`config.mk`:
```
export PLATFORM = sky130hd
export DESIGN_NAME = hostbus_frontend
export DESIGN_NICKNAME = d
export VERILOG_FILES = /design/src/rtl/hbi_pkg.sv /design/src/rtl/hbi_sync.sv /design/src/rtl/hbi_par_engine.sv /design/src/rtl/hbi_ser_engine.sv /design/src/rtl/hostbus_frontend.sv
export SDC_FILE = /design/constraint.sdc
export NUM_CORES = 1
export LEC_CHECK = 0
export ABC_CLOCK_PERIOD_IN_PS = 1200
export BUFFER_PORTS_ARGS = -buffer_cell sky130_fd_sc_hd__buf_4
export CORE_MARGIN = 3
export CORE_UTILIZATION = 27
export CTS_CLUSTER_SIZE = 30
export DETAILED_ROUTE_END_ITERATION = 12
export SLEW_MARGIN = 20
export SYNTH_ARGS = -nofsm -noshare
export SYNTH_HDL_FRONTEND = slang
export SYNTH_SLANG_ARGS = --single-unit
```
`constraint.sdc`:
```
create_clock -name clk -period 1.2 [get_ports clk]
set_input_delay 0.24 -clock clk [delete_from_list [all_inputs] [get_ports clk]]
set_output_delay 0.24 -clock clk [all_outputs]
set_load 0.01 [all_outputs]
```
`src/rtl/hbi_pkg.sv`:
```
package hbi_pkg;

    localparam int HBI_DW = 8;
    localparam int HBI_BITCNT_W = $clog2(HBI_DW);

    typedef enum logic {
        FLAV_SPLIT  = 1'b0,
        FLAV_ENABLE = 1'b1
    } bus_flavour_e;

    typedef struct packed {
        logic              valid;
        logic              is_data;
        logic [HBI_DW-1:0] dat;
    } xfer_t;

    function automatic logic went_high(input logic was, input logic now);
        return !was && now;
    endfunction

    function automatic logic went_low(input logic was, input logic now);
        return was && !now;
    endfunction

endpackage

```
`src/rtl/hbi_sync.sv`:
```
module hbi_sync #(
    parameter int W      = 1,
    parameter int STAGES = 2
) (
    input  logic         clk,
    input  logic         rst,
    input  logic [W-1:0] d,
    output logic [W-1:0] q
);
    logic [W-1:0] chain [STAGES];

    genvar s;
    generate
        for (s = 0; s < STAGES; s++) begin : g_stage
            always_ff @(posedge clk) begin
                if (rst) begin
                    chain[s] <= '0;
                end else if (s == 0) begin
                    chain[s] <= d;
                end else begin
                    chain[s] <= chain[(s == 0) ? 0 : s-1];
                end
            end
        end
    endgenerate

    assign q = chain[STAGES-1];
endmodule

```
`src/rtl/hbi_par_engine.sv`:
```
module hbi_par_engine
    import hbi_pkg::*;
(
    input  logic              clk,
    input  logic              rst,
    input  logic              en,
    input  bus_flavour_e      flav,
    input  logic              sel_now,
    input  logic              rs_now,
    input  logic              rs_was,
    input  logic              a_now,
    input  logic              a_was,
    input  logic              b_now,
    input  logic              b_was,
    input  logic [HBI_DW-1:0] bus_was,
    output xfer_t             wr,
    output logic              rd_req,
    output logic              rd_is_data,
    output logic              rd_active
);
    logic live;
    logic wr_ev, rd_ev, act;

    assign live = en && sel_now;

    always_comb begin
        if (flav == FLAV_ENABLE) begin
            // a = enable strobe, b = read/write level
            wr_ev = went_low(a_was, a_now) && !b_was;
            rd_ev = went_high(a_was, a_now) && b_now;
            act   = a_now && b_now;
        end else begin
            // a = active-low read, b = active-low write
            wr_ev = went_high(b_was, b_now);
            rd_ev = went_low(a_was, a_now);
            act   = !a_now;
        end
    end

    always_ff @(posedge clk) begin
        if (rst) begin
            wr         <= '0;
            rd_req     <= 1'b0;
            rd_is_data <= 1'b0;
            rd_active  <= 1'b0;
        end else begin
            wr.valid  <= live && wr_ev;
            rd_req    <= live && rd_ev;
            rd_active <= live && act;
            if (live && wr_ev) begin
                wr.dat     <= bus_was;
                wr.is_data <= rs_was;
            end
            if (live && rd_ev) begin
                rd_is_data <= rs_now;
            end
        end
    end
endmodule

```
`src/rtl/hbi_ser_engine.sv`:
```
module hbi_ser_engine
    import hbi_pkg::*;
(
    input  logic  clk,
    input  logic  rst,
    input  logic  en,
    input  logic  sel_now,
    input  logic  rs_was,
    input  logic  sclk_now,
    input  logic  sclk_was,
    input  logic  sd_was,
    output xfer_t wr
);
    logic [HBI_DW-1:0]       shreg;
    logic [HBI_BITCNT_W-1:0] cnt;
    logic                    done;
    logic                    flag;

    localparam logic [HBI_BITCNT_W-1:0] LAST = HBI_BITCNT_W'(HBI_DW - 1);

    always_ff @(posedge clk) begin
        if (rst || !(en && sel_now)) begin
            shreg <= '0;
            cnt   <= '0;
            done  <= 1'b0;
            flag  <= 1'b0;
        end else if (went_high(sclk_was, sclk_now)) begin
            shreg <= {shreg[HBI_DW-2:0], sd_was};
            cnt   <= cnt + 1'b1;
            done  <= (cnt == LAST);
            if (cnt == LAST) begin
                flag <= rs_was;
            end
        end else begin
            done <= 1'b0;
        end
    end

    assign wr.valid   = done;
    assign wr.is_data = flag;
    assign wr.dat     = shreg;
endmodule

```
`src/rtl/hostbus_frontend.sv`:
```
module hostbus_frontend
    import hbi_pkg::*;
#(
    parameter int SYNC_STAGES = 2
) (
    input  logic              clk,
    input  logic              rst,
    input  logic              par_mode,
    input  logic              bus6800,
    input  logic              sel_n,
    input  logic              sel,
    input  logic              rs_in,
    input  logic              e_rd,
    input  logic              rw_wr,
    input  logic [HBI_DW-1:0] db_in,
    input  logic [HBI_DW-1:0] rd_data,
    output logic [HBI_DW-1:0] db_out,
    output logic              db_oe,
    output logic              wr_valid,
    output logic              wr_is_data,
    output logic [HBI_DW-1:0] wr_byte,
    output logic              rd_req,
    output logic              rd_is_data
);
    localparam int CTL_W = 5;
    localparam int SCLK_BIT = HBI_DW - 2;
    localparam int SDAT_BIT = HBI_DW - 1;

    logic              cs_raw;
    logic [CTL_W-1:0]  ctl_now;
    logic [CTL_W-2:0]  ctl_was;
    logic [HBI_DW-1:0] bus_now, bus_was;
    xfer_t             par_wr, ser_wr, sel_wr;
    logic              par_rd_active;

    assign cs_raw = !sel_n && sel;

    hbi_sync #(.W(CTL_W), .STAGES(SYNC_STAGES)) u_sync_ctl (
        .clk (clk),
        .rst (rst),
        .d   ({cs_raw, rs_in, e_rd, rw_wr, db_in[SCLK_BIT]}),
        .q   (ctl_now)
    );

    hbi_sync #(.W(HBI_DW), .STAGES(SYNC_STAGES)) u_sync_bus (
        .clk (clk),
        .rst (rst),
        .d   (db_in),
        .q   (bus_now)
    );

    always_ff @(posedge clk) begin
        if (rst) begin
            ctl_was <= '0;
            bus_was <= '0;
        end else begin
            ctl_was <= ctl_now[CTL_W-2:0];
            bus_was <= bus_now;
        end
    end

    hbi_par_engine u_par (
        .clk        (clk),
        .rst        (rst),
        .en         (par_mode),
        .flav       (bus6800 ? FLAV_ENABLE : FLAV_SPLIT),
        .sel_now    (ctl_now[4]),
        .rs_now     (ctl_now[3]),
        .rs_was     (ctl_was[3]),
        .a_now      (ctl_now[2]),
        .a_was      (ctl_was[2]),
        .b_now      (ctl_now[1]),
        .b_was      (ctl_was[1]),
        .bus_was    (bus_was),
        .wr         (par_wr),
        .rd_req     (rd_req),
        .rd_is_data (rd_is_data),
        .rd_active  (par_rd_active)
    );

    hbi_ser_engine u_ser (
        .clk      (clk),
        .rst      (rst),
        .en       (!par_mode),
        .sel_now  (ctl_now[4]),
        .rs_was   (ctl_was[3]),
        .sclk_now (ctl_now[0]),
        .sclk_was (ctl_was[0]),
        .sd_was   (bus_was[SDAT_BIT]),
        .wr       (ser_wr)
    );

    assign sel_wr     = par_mode ? par_wr : ser_wr;
    assign wr_valid   = sel_wr.valid;
    assign wr_is_data = sel_wr.is_data;
    assign wr_byte    = sel_wr.dat;

    // raw select gates the driver so deselect releases the bus at once
    assign db_oe  = cs_raw && par_mode && par_rd_active;
    assign db_out = db_oe ? rd_data : '0;
endmodule

```
==> metrics.csv <==
metric;value;unit
antenna_found_initial;0;
holdPathStages;2;
critPathRequiredTime;0.96;ns
seq_area;0.00124;sq mm
ant_nets;0;
start_util;28.1;%
worst_slew_pin_slew;0.257;ns
finClkSkew;0.00645;ns
synth_warnings;0;
reg2reg_depth;3;
setup_violations;29;
nFillCells;785;
syn_area_per_cell;10.5;sq um
rsz0062_at_grt;yes;
wl_per_cell;10.9;um
io_pins;46;
cap_violations;0;
setup_ws;-0.214;ns
worst_setup_path_start_kind;register;
drv_slew;0;
dpl-instance-area;0.00269;sq mm
grt_pass1_vias;1394;
crit_path_end_kind;output port;
dieArea;0.00925;sq mm
antennaDiodeCount;0;
core;0.00781;sq mm
drc;0;
drt_wl_total;4090;um
rows;32;
cts_buffers;9;
clock_latency;0.33;ns
leakage;0.00120;uW
final_common_cell;dfxtp_1;
clockBufferDepth;2;
syn_area;0.00220;sq mm
muxShareOfSynthArea;9.74;%
post-route-period-util;118;%
multi_input_area;965;sq um
final_cell_mix;46 x dfxtp_1, 40 x buf_4, 35 x nor2b_1;
vias_per_cell;4.02;
ys_seq_area_share;55.6;%
cts-htree-levels;3;
drt_iter0_drc;72;
total_power;3830;uW
finalCriticalPeriod;1.41;ns
drive_above_1_share;39.1;%
cts_tree;done;
grt_pass1_wl;6420;um
ys_seq_elements;61;
cts_root_buffer;clkbuf_8;
syn_inst;210;
violations;negative setup slack;
cts_hold_buf;0;
grt_usage;9.42;%
dp_hpwl;2690;um
irDropWorstVdd;0.928;mV
crit_type;reg2out;
area.growth.synth_to_final;38.1;%
fmax;0.707;GHz
routabilityCongestion;0.721;
outcome;finished, violations left;
synth_compound_area_share;3.87;%
synthSimpleGateAreaFrac;26.6;%
overflow;0;
port_buffers;45;
ys_types;26;
synth_top_family_by_area;simple AND/OR/NAND/NOR gates;
cts_num_sinks;61;
synth_xor_area_share;0.399;%
relSlewSlack;82.8;%
firstDrtPassIters;4;
powerDensity;1260;mW/mm^2
syn_nets;237;
post-route-cell-area;0.00303;sq mm
hold_viol;0;
crit_fanout;4;
synthAdderAreaFrac;1.14;%
worstPathArrival;1.17;ns
path_clk_slew;0.07;ns
hp-class;in2reg;
die_x;96.2;um
grt_max_degree;58;
fp.dieH;96.2;um
final_nets;296;
num_vias;1511;
## power by group
| part | leakage [uW] | internal [uW] | switching, uW |
|---|---|---|---|
| registers | 0.000505 | 2070 | 14.7 |
| clock network | 0.0000880 | 795 | 763 |
| logic | 0.000607 | 114 | 74.3 |
| total | 0.00120 | 2980 | 852 |
## through the flow
stage                     setup WS [ns]  std cells  TNS (ns)  hold slack (ns)  util, %
after global routing             -0.271        376     -5.03           0.0836     38.8
after global placement           -0.139        355     -1.97            0.411     34.5
after CTS                        -0.219        375     -3.45           0.0650     38.1
after floorplan                 -0.0553        210   -0.0553            0.316        -
after detailed placement         -0.172        355     -2.39            0.413     34.5
final                            -0.214        376     -3.31           0.0786     38.8
## kinds of logic after synthesis
kind of cell,count (synthesis)
xor+xnor,1
fa+ha+maj,2
mux,20
simple gates,100
flops,61
buf+inv,12
compound gates,14
## metal layers
metal  vias up  GRT usage (%)  routed length (um)
met5         -              0                   0
met4         0           5.69                  95
met3        10           3.75                 214
met2        35           13.6                1910
met1       670           11.7                1870
li1        796              -                   -
## worst paths after layout
check,startpoint,to,slack [ns]
min reg2reg,u_sync_ctl.chain[0][4]$_SDFF_PP0_,u_sync_ctl.chain[1][4]$_SDFF_PP0_,0.44
min,sel_n,u_sync_ctl.chain[0][4]$_SDFF_PP0_,0.08
max,u_par.rd_active$_SDFF_PP0_,db_out[6],-0.21
max reg2reg,u_sync_ctl.chain[1][2]$_SDFF_PP0_,u_par.rd_is_data$_SDFFE_PP0P_,-0.10
## repair_timing
| action | CTS | global route |
|---|---|---|
| pin swaps | 9 | 6 |
| resized for setup | 30 | 18 |
| buffers inserted | 3 | 0 |
| endpoints found under the hold margin | 0 | 0 |
| gates cloned | 1 | 1 |
| setup endpoints to repair | 29 | 30 |
## sequential cells by signal, summed over array words and instances (netlist names)
signal	count
u_par.rd_req	1
u_par.wr	10
u_sync_ctl.chain	9
bus_was	8
u_ser.done	1
u_ser.cnt	3
u_ser.flag	1
u_par.rd_is_data	1
u_ser.shreg	8
ctl_was	3
u_par.rd_active	1
u_sync_bus.chain	15
## worst max-delay path, cell delays in order, from the launching register on
cell	delay (ns)
dfxtp_2	0.32
and4b_2	0.26
and2_4	0.15
buf_4	0.11
## cells in the mapped netlist
cell      instances  share of area (%)
nand3b_1          2               0.68
buf_6             1               0.51
nand3_1           2               0.46
nand2b_1         20                5.7
ha_1              2                1.1
a21oi_2           1               0.40
mux2_1           11                5.6
and2b_1           1               0.34
a21oi_1          11                2.5
a211oi_2          1               0.57
or3b_1            2               0.80
and4b_1           1               0.46
nor2b_1          35                 10
xnor2_1           1               0.40
nor3_1            1               0.23
nand4b_1          1               0.40
buf_2             5                1.1
nor2b_2           2               0.80
nor2_1            2               0.34
dfxtp_1          61                 56
clkbuf_1          6                1.0
mux2i_1           9                4.1
nand2_1          22                3.8
nor3b_1           1               0.34
o21a_2            1               0.40
and2_1            8                2.3
## area by class of cell
| type | instances | share of cell area [%] |
|---|---|---|
| flip-flops and latches | 61 | 40.9 |
| multi-input cells | 138 | 31.8 |
| repair buffers | 59 | 17.3 |
| clock inverters | 6 | 1.28 |
| clock buffers | 10 | 4.54 |
| well taps | 102 | 4.21 |
(Power assumes the default switching activity.)
